[src/rtl/exc_pkg.sv]
package exc_pkg;

    typedef enum logic [3:0] {
        EX_NONE  = 4'd0,
        EX_RESET = 4'd1,
        EX_UNDEF = 4'd2,
        EX_SWI   = 4'd3,
        EX_PABT  = 4'd4,
        EX_DABT  = 4'd5,
        EX_ADDR  = 4'd6,
        EX_IRQ   = 4'd7,
        EX_FIQ   = 4'd8
    } exc_e;

    typedef enum logic [2:0] {
        MD_NONE = 3'd0,
        MD_FIQ  = 3'd1,
        MD_IRQ  = 3'd2,
        MD_SVC  = 3'd3,
        MD_ABT  = 3'd4,
        MD_UND  = 3'd5
    } mode_e;

    typedef enum logic [1:0] {
        CY_PREF = 2'd0,
        CY_DATA = 2'd1,
        CY_INTL = 2'd2,
        CY_RSVD = 2'd3
    } cyc_e;

    // request slots, index 0 is the highest priority below reset
    localparam int NREQ     = 7;
    localparam int RQ_ADDR  = 0;
    localparam int RQ_DABT  = 1;
    localparam int RQ_FIQ   = 2;
    localparam int RQ_IRQ   = 3;
    localparam int RQ_PABT  = 4;
    localparam int RQ_UNDEF = 5;
    localparam int RQ_SWI   = 6;

    function automatic exc_e slot_to_exc(input int k);
        case (k)
            RQ_ADDR:  return EX_ADDR;
            RQ_DABT:  return EX_DABT;
            RQ_FIQ:   return EX_FIQ;
            RQ_IRQ:   return EX_IRQ;
            RQ_PABT:  return EX_PABT;
            RQ_UNDEF: return EX_UNDEF;
            RQ_SWI:   return EX_SWI;
            default:  return EX_NONE;
        endcase
    endfunction

    // word index of the vector within the first eight words
    function automatic logic [2:0] vec_word(input exc_e e);
        case (e)
            EX_RESET: return 3'd0;
            EX_UNDEF: return 3'd1;
            EX_SWI:   return 3'd2;
            EX_PABT:  return 3'd3;
            EX_DABT:  return 3'd4;
            EX_ADDR:  return 3'd5;
            EX_IRQ:   return 3'd6;
            EX_FIQ:   return 3'd7;
            default:  return 3'd0;
        endcase
    endfunction

endpackage

[src/rtl/exc_pin_sync.sv]
module exc_pin_sync #(
    parameter int W = 2
) (
    input  logic         clk,
    input  logic         rst,
    input  logic [W-1:0] pin_n,
    output logic [W-1:0] sync_n
);

    for (genvar b = 0; b < W; b++) begin : g_bit
        always_ff @(posedge clk or posedge rst) begin
            if (rst) begin
                sync_n[b] <= 1'b1;
            end else begin
                sync_n[b] <= pin_n[b];
            end
        end
    end

endmodule

[src/rtl/exc_event_capture.sv]
module exc_event_capture
    import exc_pkg::*;
#(
    parameter int DADDR_W = 32,
    parameter int LIM_BIT = 26
) (
    input  logic               clk,
    input  logic               rst,
    input  logic               abort_in,
    input  cyc_e               cyc,
    input  logic [DADDR_W-1:0] daddr,
    input  logic               xfer_valid,
    input  logic               is_branch,
    input  logic               is_block,
    input  logic               blk_first,
    input  logic               flush,
    input  exc_e               commit,
    output logic               pend_addr,
    output logic               pend_dabt,
    output logic               pab_mark
);

    localparam logic [DADDR_W-1:0] LO_MASK = DADDR_W'((64'd1 << LIM_BIT) - 64'd1);

    logic addr_bad;
    logic first_word;
    logic new_addr;
    logic new_dabt;
    logic new_pab;

    always_comb begin
        addr_bad   = |(daddr & ~LO_MASK);
        first_word = !is_block || blk_first;
        new_addr   = xfer_valid && (cyc == CY_DATA) && !is_branch && first_word && addr_bad;
        new_dabt   = abort_in && (cyc == CY_DATA) && !new_addr;
        new_pab    = abort_in && (cyc == CY_PREF);
    end

    always_ff @(posedge clk or posedge rst) begin
        if (rst) begin
            pend_addr <= 1'b0;
            pend_dabt <= 1'b0;
            pab_mark  <= 1'b0;
        end else begin
            pend_addr <= (pend_addr && (commit != EX_ADDR)) || new_addr;
            pend_dabt <= (pend_dabt && (commit != EX_DABT)) || new_dabt;
            pab_mark  <= (pab_mark && (commit != EX_PABT) && !flush) || new_pab;
        end
    end

    // a flush with no new prefetch abort leaves no mark behind
    a_r7_flush_drops: assert property (@(posedge clk) disable iff (rst)
        (flush && !new_pab) |=> !pab_mark);

    // an internal-cycle abort never creates a pending data abort
    a_r6_internal_ignored: assert property (@(posedge clk) disable iff (rst)
        (!pend_dabt && abort_in && (cyc == CY_INTL || cyc == CY_RSVD)) |=> !pend_dabt);

endmodule

[src/rtl/exc_prio_arb.sv]
module exc_prio_arb
    import exc_pkg::*;
(
    input  logic            clk,
    input  logic            rst,
    input  logic [NREQ-1:0] req,
    output logic [NREQ-1:0] grant,
    output exc_e            winner
);

    always_comb begin
        logic found;
        found = 1'b0;
        grant = '0;
        for (int k = 0; k < NREQ; k++) begin
            if (req[k] && !found) begin
                grant[k] = 1'b1;
                found    = 1'b1;
            end
        end
    end

    always_comb begin
        winner = EX_NONE;
        for (int k = 0; k < NREQ; k++) begin
            if (grant[k]) begin
                winner = slot_to_exc(k);
            end
        end
    end

    // at most one request granted, and only a requesting slot
    a_r10_one_grant: assert property (@(posedge clk) disable iff (rst)
        $onehot0(grant) && ((grant & ~req) == '0));

endmodule

[src/rtl/exc_entry_seq.sv]
module exc_entry_seq
    import exc_pkg::*;
#(
    parameter int VEC_W = 32
) (
    input  logic             clk,
    input  logic             rst,
    input  logic             boundary,
    input  exc_e             winner,
    input  logic             fiq_ok,
    output exc_e             commit,
    output logic             take_exc,
    output logic [VEC_W-1:0] vec_addr,
    output mode_e            mode_out,
    output logic             set_f,
    output logic             set_i
);

    typedef enum logic [1:0] {
        S_HOLD  = 2'd0,
        S_RUN   = 2'd1,
        S_CHAIN = 2'd2
    } state_e;

    state_e state;
    state_e state_nx;
    exc_e   cur_exc;

    always_ff @(posedge clk or posedge rst) begin
        if (rst) begin
            state   <= S_HOLD;
            cur_exc <= EX_NONE;
        end else begin
            state   <= state_nx;
            cur_exc <= commit;
        end
    end

    always_comb begin
        state_nx = state;
        commit   = EX_NONE;
        unique case (state)
            S_HOLD: begin
                commit   = EX_RESET;
                state_nx = S_RUN;
            end
            S_RUN: begin
                if (boundary && (winner != EX_NONE)) begin
                    commit = winner;
                    if (((winner == EX_ADDR) || (winner == EX_DABT)) && fiq_ok) begin
                        state_nx = S_CHAIN;
                    end
                end
            end
            S_CHAIN: begin
                commit   = EX_FIQ;
                state_nx = S_RUN;
            end
            default: begin
                state_nx = S_RUN;
            end
        endcase
    end

    always_comb begin
        take_exc = (cur_exc != EX_NONE);
        vec_addr = '0;
        vec_addr[4:2] = vec_word(cur_exc);
        set_i    = take_exc;
        set_f    = (cur_exc == EX_FIQ) || (cur_exc == EX_RESET);
        unique case (cur_exc)
            EX_FIQ:                    mode_out = MD_FIQ;
            EX_IRQ:                    mode_out = MD_IRQ;
            EX_RESET, EX_SWI, EX_ADDR: mode_out = MD_SVC;
            EX_PABT, EX_DABT:          mode_out = MD_ABT;
            EX_UNDEF:                  mode_out = MD_UND;
            default:                   mode_out = MD_NONE;
        endcase
    end

    // the first edge after reset release commits the reset entry
    a_r11_reset_first: assert property (@(posedge clk) disable iff (rst)
        (state == S_HOLD) |=> (take_exc && (vec_addr == '0) && set_f));

    // the chain state is always followed by the fast-interrupt entry
    a_r8_chain_fiq: assert property (@(posedge clk) disable iff (rst)
        (state == S_CHAIN) |=> (mode_out == MD_FIQ));

    // no boundary in the run state means no entry next cycle
    a_r12_idle_quiet: assert property (@(posedge clk) disable iff (rst)
        ((state == S_RUN) && !boundary) |=> !take_exc);

endmodule

[src/rtl/exc_entry_unit.sv]
module exc_entry_unit
    import exc_pkg::*;
#(
    parameter int DADDR_W = 32,
    parameter int LIM_BIT = 26,
    parameter int VEC_W   = 32
) (
    input  logic               clk,
    input  logic               rst,
    input  logic               nfiq_pin,
    input  logic               nirq_pin,
    input  logic               boundary,
    input  logic               abort_in,
    input  logic [1:0]         cyc_type,
    input  logic [DADDR_W-1:0] daddr,
    input  logic               xfer_valid,
    input  logic               is_branch,
    input  logic               is_block,
    input  logic               blk_first,
    input  logic               flush,
    input  logic               undef_dec,
    input  logic               swi_dec,
    input  logic               flag_f,
    input  logic               flag_i,
    output logic               take_exc,
    output logic [VEC_W-1:0]   vec_addr,
    output logic [2:0]         mode_out,
    output logic               set_f,
    output logic               set_i
);

    localparam int NPIN = 2;

    logic [NPIN-1:0] pins_sync_n;
    logic            pend_addr;
    logic            pend_dabt;
    logic            pab_mark;
    logic            fiq_ok;
    logic            irq_ok;
    logic [NREQ-1:0] req;
    logic [NREQ-1:0] grant;
    exc_e            winner;
    exc_e            commit;
    mode_e           mode_q;

    exc_pin_sync #(.W(NPIN)) u_sync (
        .clk    (clk),
        .rst    (rst),
        .pin_n  ({nirq_pin, nfiq_pin}),
        .sync_n (pins_sync_n)
    );

    exc_event_capture #(.DADDR_W(DADDR_W), .LIM_BIT(LIM_BIT)) u_cap (
        .clk        (clk),
        .rst        (rst),
        .abort_in   (abort_in),
        .cyc        (cyc_e'(cyc_type)),
        .daddr      (daddr),
        .xfer_valid (xfer_valid),
        .is_branch  (is_branch),
        .is_block   (is_block),
        .blk_first  (blk_first),
        .flush      (flush),
        .commit     (commit),
        .pend_addr  (pend_addr),
        .pend_dabt  (pend_dabt),
        .pab_mark   (pab_mark)
    );

    always_comb begin
        fiq_ok        = !pins_sync_n[0] && !flag_f;
        irq_ok        = !pins_sync_n[1] && !flag_i;
        req           = '0;
        req[RQ_ADDR]  = pend_addr;
        req[RQ_DABT]  = pend_dabt;
        req[RQ_FIQ]   = fiq_ok;
        req[RQ_IRQ]   = irq_ok;
        req[RQ_PABT]  = pab_mark;
        req[RQ_UNDEF] = undef_dec;
        req[RQ_SWI]   = swi_dec;
    end

    exc_prio_arb u_arb (
        .clk    (clk),
        .rst    (rst),
        .req    (req),
        .grant  (grant),
        .winner (winner)
    );

    exc_entry_seq #(.VEC_W(VEC_W)) u_seq (
        .clk      (clk),
        .rst      (rst),
        .boundary (boundary),
        .winner   (winner),
        .fiq_ok   (fiq_ok),
        .commit   (commit),
        .take_exc (take_exc),
        .vec_addr (vec_addr),
        .mode_out (mode_q),
        .set_f    (set_f),
        .set_i    (set_i)
    );

    assign mode_out = mode_q;

    // a fast-interrupt entry masks both interrupt kinds
    a_r3_fiq_masks: assert property (@(posedge clk) disable iff (rst)
        (take_exc && (mode_out == 3'd1)) |-> (set_f && set_i));

    // a normal-interrupt entry leaves the fast mask alone
    a_r2_irq_keeps_f: assert property (@(posedge clk) disable iff (rst)
        (take_exc && (mode_out == 3'd2)) |-> (!set_f && set_i));

    // an entry lasts one cycle unless a new boundary or chain follows
    a_r12_pulse: assert property (@(posedge clk) disable iff (rst)
        (take_exc && !boundary && (mode_out != 3'd4) && (mode_out != 3'd3)) |=> !take_exc);

endmodule

[config.mk]
export PLATFORM = sky130hd
export DESIGN_NAME = exc_entry_unit
export DESIGN_NICKNAME = d
export VERILOG_FILES = /design/src/rtl/exc_pkg.sv /design/src/rtl/exc_pin_sync.sv /design/src/rtl/exc_event_capture.sv /design/src/rtl/exc_prio_arb.sv /design/src/rtl/exc_entry_seq.sv /design/src/rtl/exc_entry_unit.sv
export SDC_FILE = /design/constraint.sdc
export NUM_CORES = 1
export LEC_CHECK = 0
export ABC_AREA = 0
export BUFFER_PORTS_ARGS = -buffer_cell sky130_fd_sc_hd__buf_2
export CAP_MARGIN = 0
export CORE_ASPECT_RATIO = 0.75
export CORE_MARGIN = 5
export CORE_UTILIZATION = 27
export CTS_BUF_LIST = sky130_fd_sc_hd__clkbuf_8
export DETAILED_ROUTE_END_ITERATION = 12
export GPL_TIMING_DRIVEN = 0
export PLACE_DENSITY = 0.72
export SKIP_CTS_REPAIR_TIMING = 1
export SLEW_MARGIN = 20
export SYNTH_ARGS = -nofsm -noshare
export SYNTH_HDL_FRONTEND = slang
export SYNTH_SLANG_ARGS = --single-unit
export TNS_END_PERCENT = 100
[constraint.sdc]
create_clock -name clk -period 1.5 [get_ports clk]
set_input_delay 0.075 -clock clk [delete_from_list [all_inputs] [get_ports clk]]
set_output_delay 0.075 -clock clk [all_outputs]
set_load 0.01 [all_outputs]
Yosys cells after proc, flatten, opt, wreduce, memory -nomap -nowiden
Memory sizes are Yosys's and may differ from the RTL's. Index checks and enable logic that the tools add are counted.

Bits in read-only memories: 96. Input bits: 49. Register bits after elaboration: 11. Output and inout bits: 38. Word-level logic and storage cells: 92. Memories: 2.

Reduce and logical (&&, ||, !) cells: 47. Multiplexer cells: 24. Eq/ne operators: 12.

Memories: (name not given) (words 16, width 3, rd ports 1, clocked after memory_dff 0, write ports 0, line exc_pkg.sv:56) `case (e)`; (name not given) (words 16, width 3, rd ports 1, clocked after memory_dff 0, write ports 0, line exc_entry_seq.sv:71) `unique case (cur_exc)`.

Operator list (count): 4-bit two-way mux (6); 1-bit logical AND (21); 1-bit zero test (14); 1-bit two-way mux (12); 4-bit by 3-bit != test with 1-bit output, second input constant (3); 4-bit one-hot mux with 3 select lines (1); 4-bit by 3-bit == test with 1-bit output, second input constant (2); 4-bit nonzero test (2); 1-bit logical OR (6); 2-bit two-way mux (3); 3-bit two-way mux (2); 6-bit OR reduction (1); 2-bit by 1-bit == test with 1-bit output, second input constant (2); 4-bit by 1-bit == test with 1-bit output, second input constant (1); 4-bit == test, second input constant (1); 2-bit zero test (2); 2-bit by 1-bit != test with 1-bit output, second input constant (2); 2-bit == test, second input constant (1); 2-bit AND reduction (1).

Logic depth before layout (Yosys ltp)
Gate-level depths: netlist of run 1.

Word-level depth: 28. Gate-level depth with buffers: 5. Depth with buffers taken out: 5.

Cells and area by module
From an unflattened synthesis of run 1, not the netlist that was laid out.

Cell total of the unflattened synthesis: 112. Area total of the unflattened synthesis: 1036.0 sq um.

By module, submodules not included: exc_entry_seq (cells each 73, area each 638.1 sq um, times used 1, sequential area each 150.1 sq um); exc_event_capture (cells each 20, area each 210.2 sq um, times used 1, sequential area each 75.1 sq um); exc_prio_arb (cells each 14, area each 123.9 sq um, times used 1, sequential area each 0.0 sq um); exc_pin_sync (cells each 3, area each 56.3 sq um, times used 1, sequential area each 52.6 sq um); exc_entry_unit (cells each 2, area each 7.5 sq um, times used 1, sequential area each 0.0 sq um).

Least setup slack after synthesis of run 1
Ideal clock, no wire load.

Path type: register -> register. Start point: reg u_seq.state[1]. End point: reg u_cap.pab_mark. Slack: 0.122 ns. Data required time: 1.379 ns. Setup time: 0.121 ns. Arrival: 1.257 ns. Clock period less this slack: 1.378 ns. Cell stages (with the launch flop): 4. Path buffers: 0. Cells stage by stage: dfrtp_1 nand3b_1 or4_1 o22a_1.

Cells in the longest elaborated chain, start to end: 6. Elaborated cells between the ends (all ways): 8. Classes of those cells: eq/ne: 3; mux: 1; reduce/logical: 4.

RTL lines: from (decl) (line exc_entry_seq.sv:25) `state_e state;`; from (signal assigned) (line exc_entry_seq.sv:34) `state <= state_nx;`; 2-bit == test, or another cell as far along (line exc_entry_seq.sv:42) `unique case (state)`; 4-bit one-hot mux with 3 select lines * (line exc_entry_seq.sv:42); 4-bit by 3-bit != test with 1-bit output * (line exc_event_capture.sv:47) `pab_mark <= (pab_mark && (commit != EX_PABT) && !flush) || new_pab;`; 1-bit logical AND * (2 in series) (line exc_event_capture.sv:47); 1-bit logical OR * (line exc_event_capture.sv:47); to (signal assigned) (line exc_event_capture.sv:47); to (decl) (line exc_event_capture.sv:20) `output logic pab_mark`.

Mark *: on every way between the ends. The rest lies on a longest branch, timed or not. A chain may end at the register's enable or synchronous reset.

Worst setup path in the final report of run 1
Start point: reg u_seq.cur_exc[1]. End point: out mode_out[0].

Cells in the longest elaborated chain, start to end: 1.

RTL lines: from (decl) (line exc_entry_seq.sv:27) `exc_e cur_exc;`; from (signal assigned) (line exc_entry_seq.sv:35) `cur_exc <= commit;`; memory 16 x 3 bit; to (decl) (line exc_entry_unit.sv:27) `output logic [2:0] mode_out,`.

Every way passes these cells.

==> results of run 1 <==
## kinds of logic (layout without fill, tap and decap cells)
logic type / Yosys count / in the layout / synth area share (%)
muxes: 3 / 3 / 3.183
and+or+nand+nor: 34 / 34 / 18.57
DFF: 11 / 11 / 29.44
other: 1 / 29 / 0.3975
buffers and inverters: 41 / 83 / 28.25
AOI/OAI and AO/OA: 22 / 22 / 14.85
adders and majority gates: 4 / 4 / 5.305
## power by group through the flow
stage                     Sequential, uW  Combinational, uW  Clock [uW]
after floorplan                      380                374           0
after global placement               392                509           0
final                                389                592         280
after detailed placement             393                521           0
after global routing                 395                656         314
after CTS                            389                523         287
## worst max-delay path by stage
| stage | from | endpoint | slack, ps | cells after the start |
|---|---|---|---|---|
| after floorplan | u_seq.state[1] | u_cap.pab_mark | 120 | 3 |
| after global placement | u_seq.state[1] | u_cap.pab_mark | 60 | 3 |
| after detailed placement | u_seq.state[1] | u_cap.pab_mark | 40 | 3 |
| after CTS | u_seq.cur_exc[0] | vec_addr[3] | -140 | 6 |
| after global routing | u_seq.cur_exc[1] | mode_out[0] | -10 | 6 |
| final | u_seq.cur_exc[1] | mode_out[0] | 50 | 6 |
## sequential cells by signal, indices dropped and copies added (netlist names)
| name | cells |
|---|---|
| u_seq.cur_exc | 4 |
| u_sync.sync_n | 2 |
| u_seq.state | 2 |
| u_cap.pend_addr | 1 |
| u_cap.pend_dabt | 1 |
| u_cap.pab_mark | 1 |
## cell type report
type                       instances  share of cell area (%)
buffer                            32                   16.98
clock buffer                       3                   2.981
clock inverter                     1                  0.2710
inverter                           9                   2.439
multi-input combinational         92                   38.03
sequential                        11                   20.14
tap                               40                   3.613
timing repair buffer              38                   15.54
## stage by stage
step | setup TNS (ps) | instances | utilization, %
5_1_grt | -11.25 | 226 | 41.55
2_1_floorplan | 0 | 144 | -
3_5_place_dp | 0 | 215 | 37.61
6_report | 0 | 226 | 41.55
3_3_place_gp | 0 | 215 | 37.61
4_1_cts | -251.3 | 219 | 38.96
## worst max-delay path: stages, from the launching register on
cell and delay (ps):
dfrtp_1 420, inv_2 110, ha_4 170, nand2_4 60
o21a_1 110, o21ai_0 130, buf_2 150
## layer usage
layer / vias up / wire length, um / global-route usage [%] / share of wire (%)
li1: 464 / - / - / -
met1: 347 / 911 / 9.680 / 43
met2: 44 / 973 / 13.54 / 45
met3: 0 / 253 / 4.094 / 12
met4: 0 / 0 / 0.7481 / 0
met5: - / 0 / 0 / 0
## cell usage after synthesis, drive strengths merged
cell type	instances
nor2b	3
ha	4
a2111o	1
nand4bb	1
nor3	2
conb	1
nand2b	2
o22a	1
nor4	1
clkbuf	2
dfstp	2
a221o	1
a32o	1
or2	1
buf	30
a31oi	1
nand3b	1
and3	1
inv	9
nand2	6
mux2i	3
nand3	1
nor3b	1
o22ai	1
or4	1
nor2	13
dfrtp	9
o21ai	9
a21oi	4
o21a	3
==> impl_metrics.toml, run 1 <==
[status]
status = "completed"

[placed_design]
dp_hpwl_um = 1751
pre_cts_slack_ps = 37.49
place_area_mm2 = 0.001254
place_congestion = 0.8347
port_buffers = 31

[clock_network]
cts_buffers = 3
cts_root_buf = "clkbuf_8"
insertion_delay_ps = 230
h-tree-depth = 1
clk_path_buf_depth = 2
cts_sinks = 11
clk_pin_slew_ps = 50
tritoncts = "built"

[setup_path]
r2r_setup_slack_ps = 60
cp_max_fo = 4
cp.arrival_ps = 1380
reg2reg_depth = 4
required_ps = 1420
timing.rr.start = "u_sync.sync_n[1]"
r2r-end = "u_cap.pab_mark"
path_class = "flop to output port"
cp-end-kind = "output port"
start_kind = "flop"

[routing]
routedWlPerCell_um = 9.465
vias_per_cell = 3.783
route.detailed.drc = 0
vias = 855
firstDrtPassIters = 4
first_iter_violations = 6
ant_nets = 0
wirelength_um = 2139

[cells_and_area]
layout-drive-gt1-share_pct = 42.47
layout_common_cells = "buf_4 (34), buf_2 (31), conb_1 (29)"
layout_commonest_cell = "buf_4"
design_area_mm2 = 0.001385
fin_nets = 240
n_antenna_cell = 0
syn_to_final_growth_pct = 46.82
multiInputGateArea_um2 = 526.8
fill_cells = 350
regArea_um2 = 279.0

[yosys]
synthCells = 116
ys_ff_latch = 11
ys_types = 31
netlist.area_leader.share_pct = 23.87
yosys_warnings = 0
avgSynthCellArea_um2 = 8.133
yosysTopAreaCell = "buf_4"
yosysSeqAreaShare_pct = 29.44
synth_area_leaders = "buf_4 (24%), dfrtp_1 (24%), dfstp_2 (5.6%)"
synth_area_um2 = 943.4

[hold_path]
holdPathStages = 2
hold_path_class = "input port to flop"
min_to = "u_cap.pend_dabt"
hold_path_startpoint = "cyc_type[0]"

[floorplanning]
start_util_pct = 28.30
dieHeight_um = 61.19
die_w_um = 78.26
rows = 18
dieArea_mm2 = 0.004788
core_area_mm2 = 0.003333
boundaryPins = 87

[global_route]
overflow = 0
grt_pass1_vias = 714
grt_max_degree = 12
antenna_found_initial = 0
grt_pass1_wl_um = 3056
grt_usage_pct = 8.017

[power_and_ir_drop]
p_leak_uw = 0.0007731
seq_power_share_pct = 30.8
share_comb_of_total_power_pct = 46.9
clockPowerShare_pct = 22.2
p_switching_uw = 442.4
total_power_uw = 1262
peakVddDrop_v = 0.0006085
power.density_mw_per_mm2 = 910.9
p_int_uw = 819.3
sw_frac_of_total_pct = 35.07

[sta]
fin_skew_ps = 1.944
holdWs_ps = 141.4
slew_violations = 0
timing.final.crit_period_ps = 1455
final_hold_viol_count = 0
setup_viol = 0
fmax_mhz = 687.5
finalCritPeriodShare_pct = 96.98
fin_ws_ps = 45.36

[job]
cap_viol_max_count = 0
Note: power is estimated with default switching activity, not from simulation.
==> run 2: changes to the inputs <==
GPL_TIMING_DRIVEN = default   (was 0)
HOLD_SLACK_MARGIN = 0.03   (was default)
clock period = 1.52 ns   (was 1.5 ns; I/O delays follow)
==> impl_metrics.toml, run 2 (same netlist as run 1, synthesis figures left out) <==
[global_route]
grt_pass1_vias = 693
overflow = 0
grt_usage_pct = 7.859
grt_max_degree = 12
grt_pass1_wl_um = 2980
antenna_found_initial = 0

[setup_path]
path_class = "flop to flop"
max_stage_delay_ps = 530
reg2reg_depth = 4
required_ps = 1640
cp.arrival_ps = 1560
r2r-end = "u_cap.pab_mark"
cp-end-kind = "flop"
cp_slowest_cell = "dfstp_2"
timing.rr.start = "u_sync.sync_n[0]"
critPathTopFamily = "flip-flops"
critical_path_buf_inv_count = 0
crit_chain = "or2_1 > a21oi_1 > or4_1 > o22a_1"
cp_max_fo = 3
r2r_setup_slack_ps = 80
start_kind = "flop"

[routing]
first_iter_violations = 10
routedWlPerCell_um = 9.798
route.detailed.drc = 0
vias_per_cell = 3.964
wirelength_um = 1891
ant_nets = 0
vias = 765
firstDrtPassIters = 2

[floorplanning]
boundaryPins = 87
core_area_mm2 = 0.003333
die_w_um = 78.26
dieHeight_um = 61.19
rows = 18
start_util_pct = 28.30
dieArea_mm2 = 0.004788

[power_and_ir_drop]
share_comb_of_total_power_pct = 41.4
total_power_uw = 1158
p_int_uw = 739.6
p_switching_uw = 418.4
seq_power_share_pct = 34.2
power.density_mw_per_mm2 = 1014
peakVddDrop_v = 0.0004248
clockPowerShare_pct = 24.4
p_leak_uw = 0.0005910
sw_frac_of_total_pct = 36.13

[cells_and_area]
syn_to_final_growth_pct = 21.09
top_regs = "u_seq.cur_exc: 4 flops, u_seq.state: 2 flops, u_sync.sync_n: 2 flops"
fill_cells = 352
layout_commonest_cell = "buf_2"
largest_register_ffs = 4
design_area_mm2 = 0.001142
layout_common_cells = "buf_2 (31), conb_1 (29), nor2_1 (13)"
n_antenna_cell = 0
top_register = "u_seq.cur_exc"
postLayoutCoreUtil_pct = 34.27
fin_nets = 207
layout-drive-gt1-share_pct = 30.07

[hold_path]
holdPathStages = 2
hold_path_class = "input port to flop"
min_to = "u_cap.pend_dabt"
hold_path_startpoint = "cyc_type[0]"

[clock_network]
h-tree-depth = 1
cts_sinks = 11
tritoncts = "built"
clk_pin_slew_ps = 50
clk_path_buf_depth = 2
cts_buffers = 3
insertion_delay_ps = 230
cts_root_buf = "clkbuf_8"

[job]
cap_viol_max_count = 0

[placed_design]
dp_hpwl_um = 1622
place_congestion = 0.8271
port_buffers = 31
place_area_mm2 = 0.001044

[sta]
fin_skew_ps = 0.9034
slew_violations = 0
fmax_mhz = 694.1
timing.final.crit_period_ps = 1441
holdWs_ps = 131.9
setup_viol = 0
rsz0062_at_grt = "no"
final_hold_viol_count = 0
finalCritPeriodShare_pct = 94.79

[status]
status = "completed"
run 2: layer usage:
| metal | vias up | track usage (%) | share of wire [%] |
|---|---|---|---|
| li1 | 401 | - | - |
| met1 | 326 | 9.956 | 44 |
| met2 | 38 | 12.56 | 45 |
| met3 | 0 | 4.094 | 11 |
| met4 | 0 | 0.7481 | 0 |
| met5 | - | 0 | 0 |
run 2: worst max-delay path by stage:
stage                     startpoint  slack [ps]  cells after the start             end
finish              u_sync.sync_n[0]          80                      4  u_cap.pab_mark
global route        u_seq.cur_exc[0]           1                      5     vec_addr[3]
CTS                 u_seq.cur_exc[1]         -90                      6     mode_out[0]
detailed placement  u_sync.sync_n[0]          90                      4  u_cap.pab_mark
global placement    u_sync.sync_n[1]         110                      4  u_cap.pab_mark
floorplan             u_seq.state[1]         140                      3  u_cap.pab_mark
run 2: metrics by stage:
stage | cells | worst slack [ps] | setup TNS, ps
after floorplan | 144 | 142.0 | 0
after global placement | 186 | 106.7 | 0
after detailed placement | 186 | 92.02 | 0
after CTS | 190 | -85.20 | -85.20
after global routing | 193 | 1.180 | 0
final | 193 | 79.23 | 0
run 2: cell type report:
class	count	area [um2]	area share (%)
multi-input cells	92	523.0	45.78
flip-flops and latches	11	279.0	24.42
repair buffers	37	211.5	18.51
well taps	40	50.05	4.381
clock buffers	3	41.29	3.614
inverters	9	33.78	2.957
clock inverters	1	3.754	0.3286
run 2: worst register-to-register path: cells and delay by family (launching register included):
family,cells,cell delay (ps)
and+or+nand+nor,2,530
AOI/OAI and AO/OA,2,260
DFF,1,530
run 2: power groups by stage:
stage	clock [uW]	sequential [uW]	combinational (uW)
3_3_place_gp	0	392	442
4_1_cts	292	390	449
6_report	282	396	480
2_1_floorplan	0	375	369
5_1_grt	316	404	542
3_5_place_dp	0	396	446
==> run 3: changes to the inputs <==
CORE_UTILIZATION = 38   (was 27)
PLACE_DENSITY = 0.92   (was 0.72)
==> impl_metrics.toml, run 3 (same netlist as run 1, synthesis figures left out) <==
[status]
status = "completed"

[cells_and_area]
layout-drive-gt1-share_pct = 31.82
fin_nets = 208
fill_cells = 246
layout_commonest_cell = "buf_2"
postLayoutCoreUtil_pct = 49.30
layout_common_cells = "buf_2 (30), conb_1 (29), nor2_1 (13)"
top_register = "u_seq.cur_exc"
top_regs = "u_seq.cur_exc: 4 flops, u_seq.state: 2 flops, u_sync.sync_n: 2 flops"
layout.cells.non_filler = 188
n_antenna_cell = 0
largest_register_ffs = 4
syn_to_final_growth_pct = 21.62

[sta]
final_hold_viol_count = 0
timing.final.crit_period_ps = 1453
finalCritPeriodShare_pct = 95.62
fin_skew_ps = 1.037
tns_ps = 0
rsz0062_at_grt = "yes"
fmax_mhz = 688.1
slew_violations = 0
setup_viol = 0

[clock_network]
cts_root_buf = "clkbuf_8"
cts_buffers = 3
tritoncts = "built"
cts_sinks = 11
h-tree-depth = 1
insertion_delay_ps = 230
clk_path_buf_depth = 2
clk_pin_slew_ps = 50

[hold_path]
hold_path_startpoint = "cyc_type[0]"
hold_path_class = "input port to flop"
holdPathStages = 2
min_to = "u_cap.pend_dabt"

[routing]
top_layer = "met4"
routed-wl-met3_um = 173
wirelength_um = 1902
ant_nets = 0
firstDrtPassIters = 4
route.detailed.drc = 0
vias_per_cell = 4.250
wl_met1_um = 705
vias = 799
routedWlPerCell_um = 10.12
first_iter_violations = 27
wl_met2_um = 1005

[global_route]
grt_usage_pct = 10.10
grt_pass1_wl_um = 2808
grt_max_degree = 12
grt_pass1_vias = 687
overflow = 0
antenna_found_initial = 0

[power_and_ir_drop]
seq_power_share_pct = 34.3
p_switching_uw = 417.2
peakVddDrop_v = 0.0007525
p_int_uw = 754.0
sw_frac_of_total_pct = 35.62
clockPowerShare_pct = 23.3
power.density_mw_per_mm2 = 1021
p_leak_uw = 0.0005943
share_comb_of_total_power_pct = 42.4

[placed_design]
port_buffers = 31
dp_hpwl_um = 1548
dp_cells = 178
place_congestion = 0.8282

[setup_path]
r2r-end = "u_cap.pab_mark"
cp.arrival_ps = 1380
path_class = "flop to output port"
reg2reg_depth = 4
cp-end-kind = "output port"
start_kind = "flop"
startpoint = "u_seq.cur_exc[1]"
r2r_setup_slack_ps = 70
timing.rr.start = "u_sync.sync_n[1]"
required_ps = 1440
cp_max_fo = 5

[floorplanning]
die_w_um = 67.54
dieHeight_um = 53.15
start_util_pct = 40.54
rows = 15
boundaryPins = 87
dieArea_mm2 = 0.003589
core_area_mm2 = 0.002327

[job]
cap_viol_max_count = 0
run 3: cell count changes in the layout (fill, tap and decap cells not counted), sizes merged:
| cell | change |
|---|---|
| buf | +1 |
run 3: worst max-delay path, cell delays in order, from the launching register on:
cell     delay, ps
dfrtp_2        430
buf_4          140
ha_1           160
inv_1           50
o21ai_1         50
o21a_1         200
buf_6          120
run 3: worst max-delay path by stage:
| stage | endpoint | slack [ps] | cells after the start |
|---|---|---|---|
| final | vec_addr[3] | 70 | 6 |
| after global routing | mode_out[0] | -20 | 6 |
| after CTS | mode_out[0] | -150 | 6 |
| after detailed placement | u_cap.pab_mark | 90 | 4 |
| after global placement | u_cap.pab_mark | 110 | 4 |
| after floorplan | u_cap.pab_mark | 140 | 3 |
run 3: metrics by stage:
| step | worst slack (ps) | cell area (um2) | total power, uW | hold slack, ps |
|---|---|---|---|---|
| floorplan | 142.0 | 1049 | 744.2 | -72.99 |
| global placement | 112.7 | 1021 | 811.6 | 71.77 |
| detailed placement | 89.45 | 1021 | 826.6 | 85.04 |
| CTS | -150.9 | 1066 | 1109 | -165.0 |
| global route | -21.09 | 1147 | 1270 | 122.3 |
| finish | 66.62 | 1147 | 1171 | 128.2 |
run 3: cell type report:
| type | count | area, um2 | area share (%) |
|---|---|---|---|
| repair buffers | 38 | 221.5 | 19.30 |
| multi-input cells | 92 | 523.0 | 45.58 |
| inverters | 9 | 33.78 | 2.944 |
| clock buffers | 3 | 41.29 | 3.599 |
| flip-flops and latches | 11 | 281.5 | 24.54 |
| clock inverters | 1 | 3.754 | 0.3272 |
| well taps | 34 | 42.54 | 3.708 |
run 3: routing by layer:
metal | GRT usage (%) | vias up
met5 | 0 | -
met4 | 1.010 | 0
met3 | 3.185 | 2
met2 | 18.42 | 32
met1 | 11.89 | 358
li1 | - | 407
run 3: power groups by stage:
| stage | Combinational [uW] | Clock, uW | Sequential, uW |
|---|---|---|---|
| after CTS | 427 | 281 | 400 |
| after global placement | 412 | 0 | 400 |
| after floorplan | 369 | 0 | 375 |
| after detailed placement | 424 | 0 | 402 |
| final | 497 | 272 | 402 |
| after global routing | 556 | 303 | 411 |
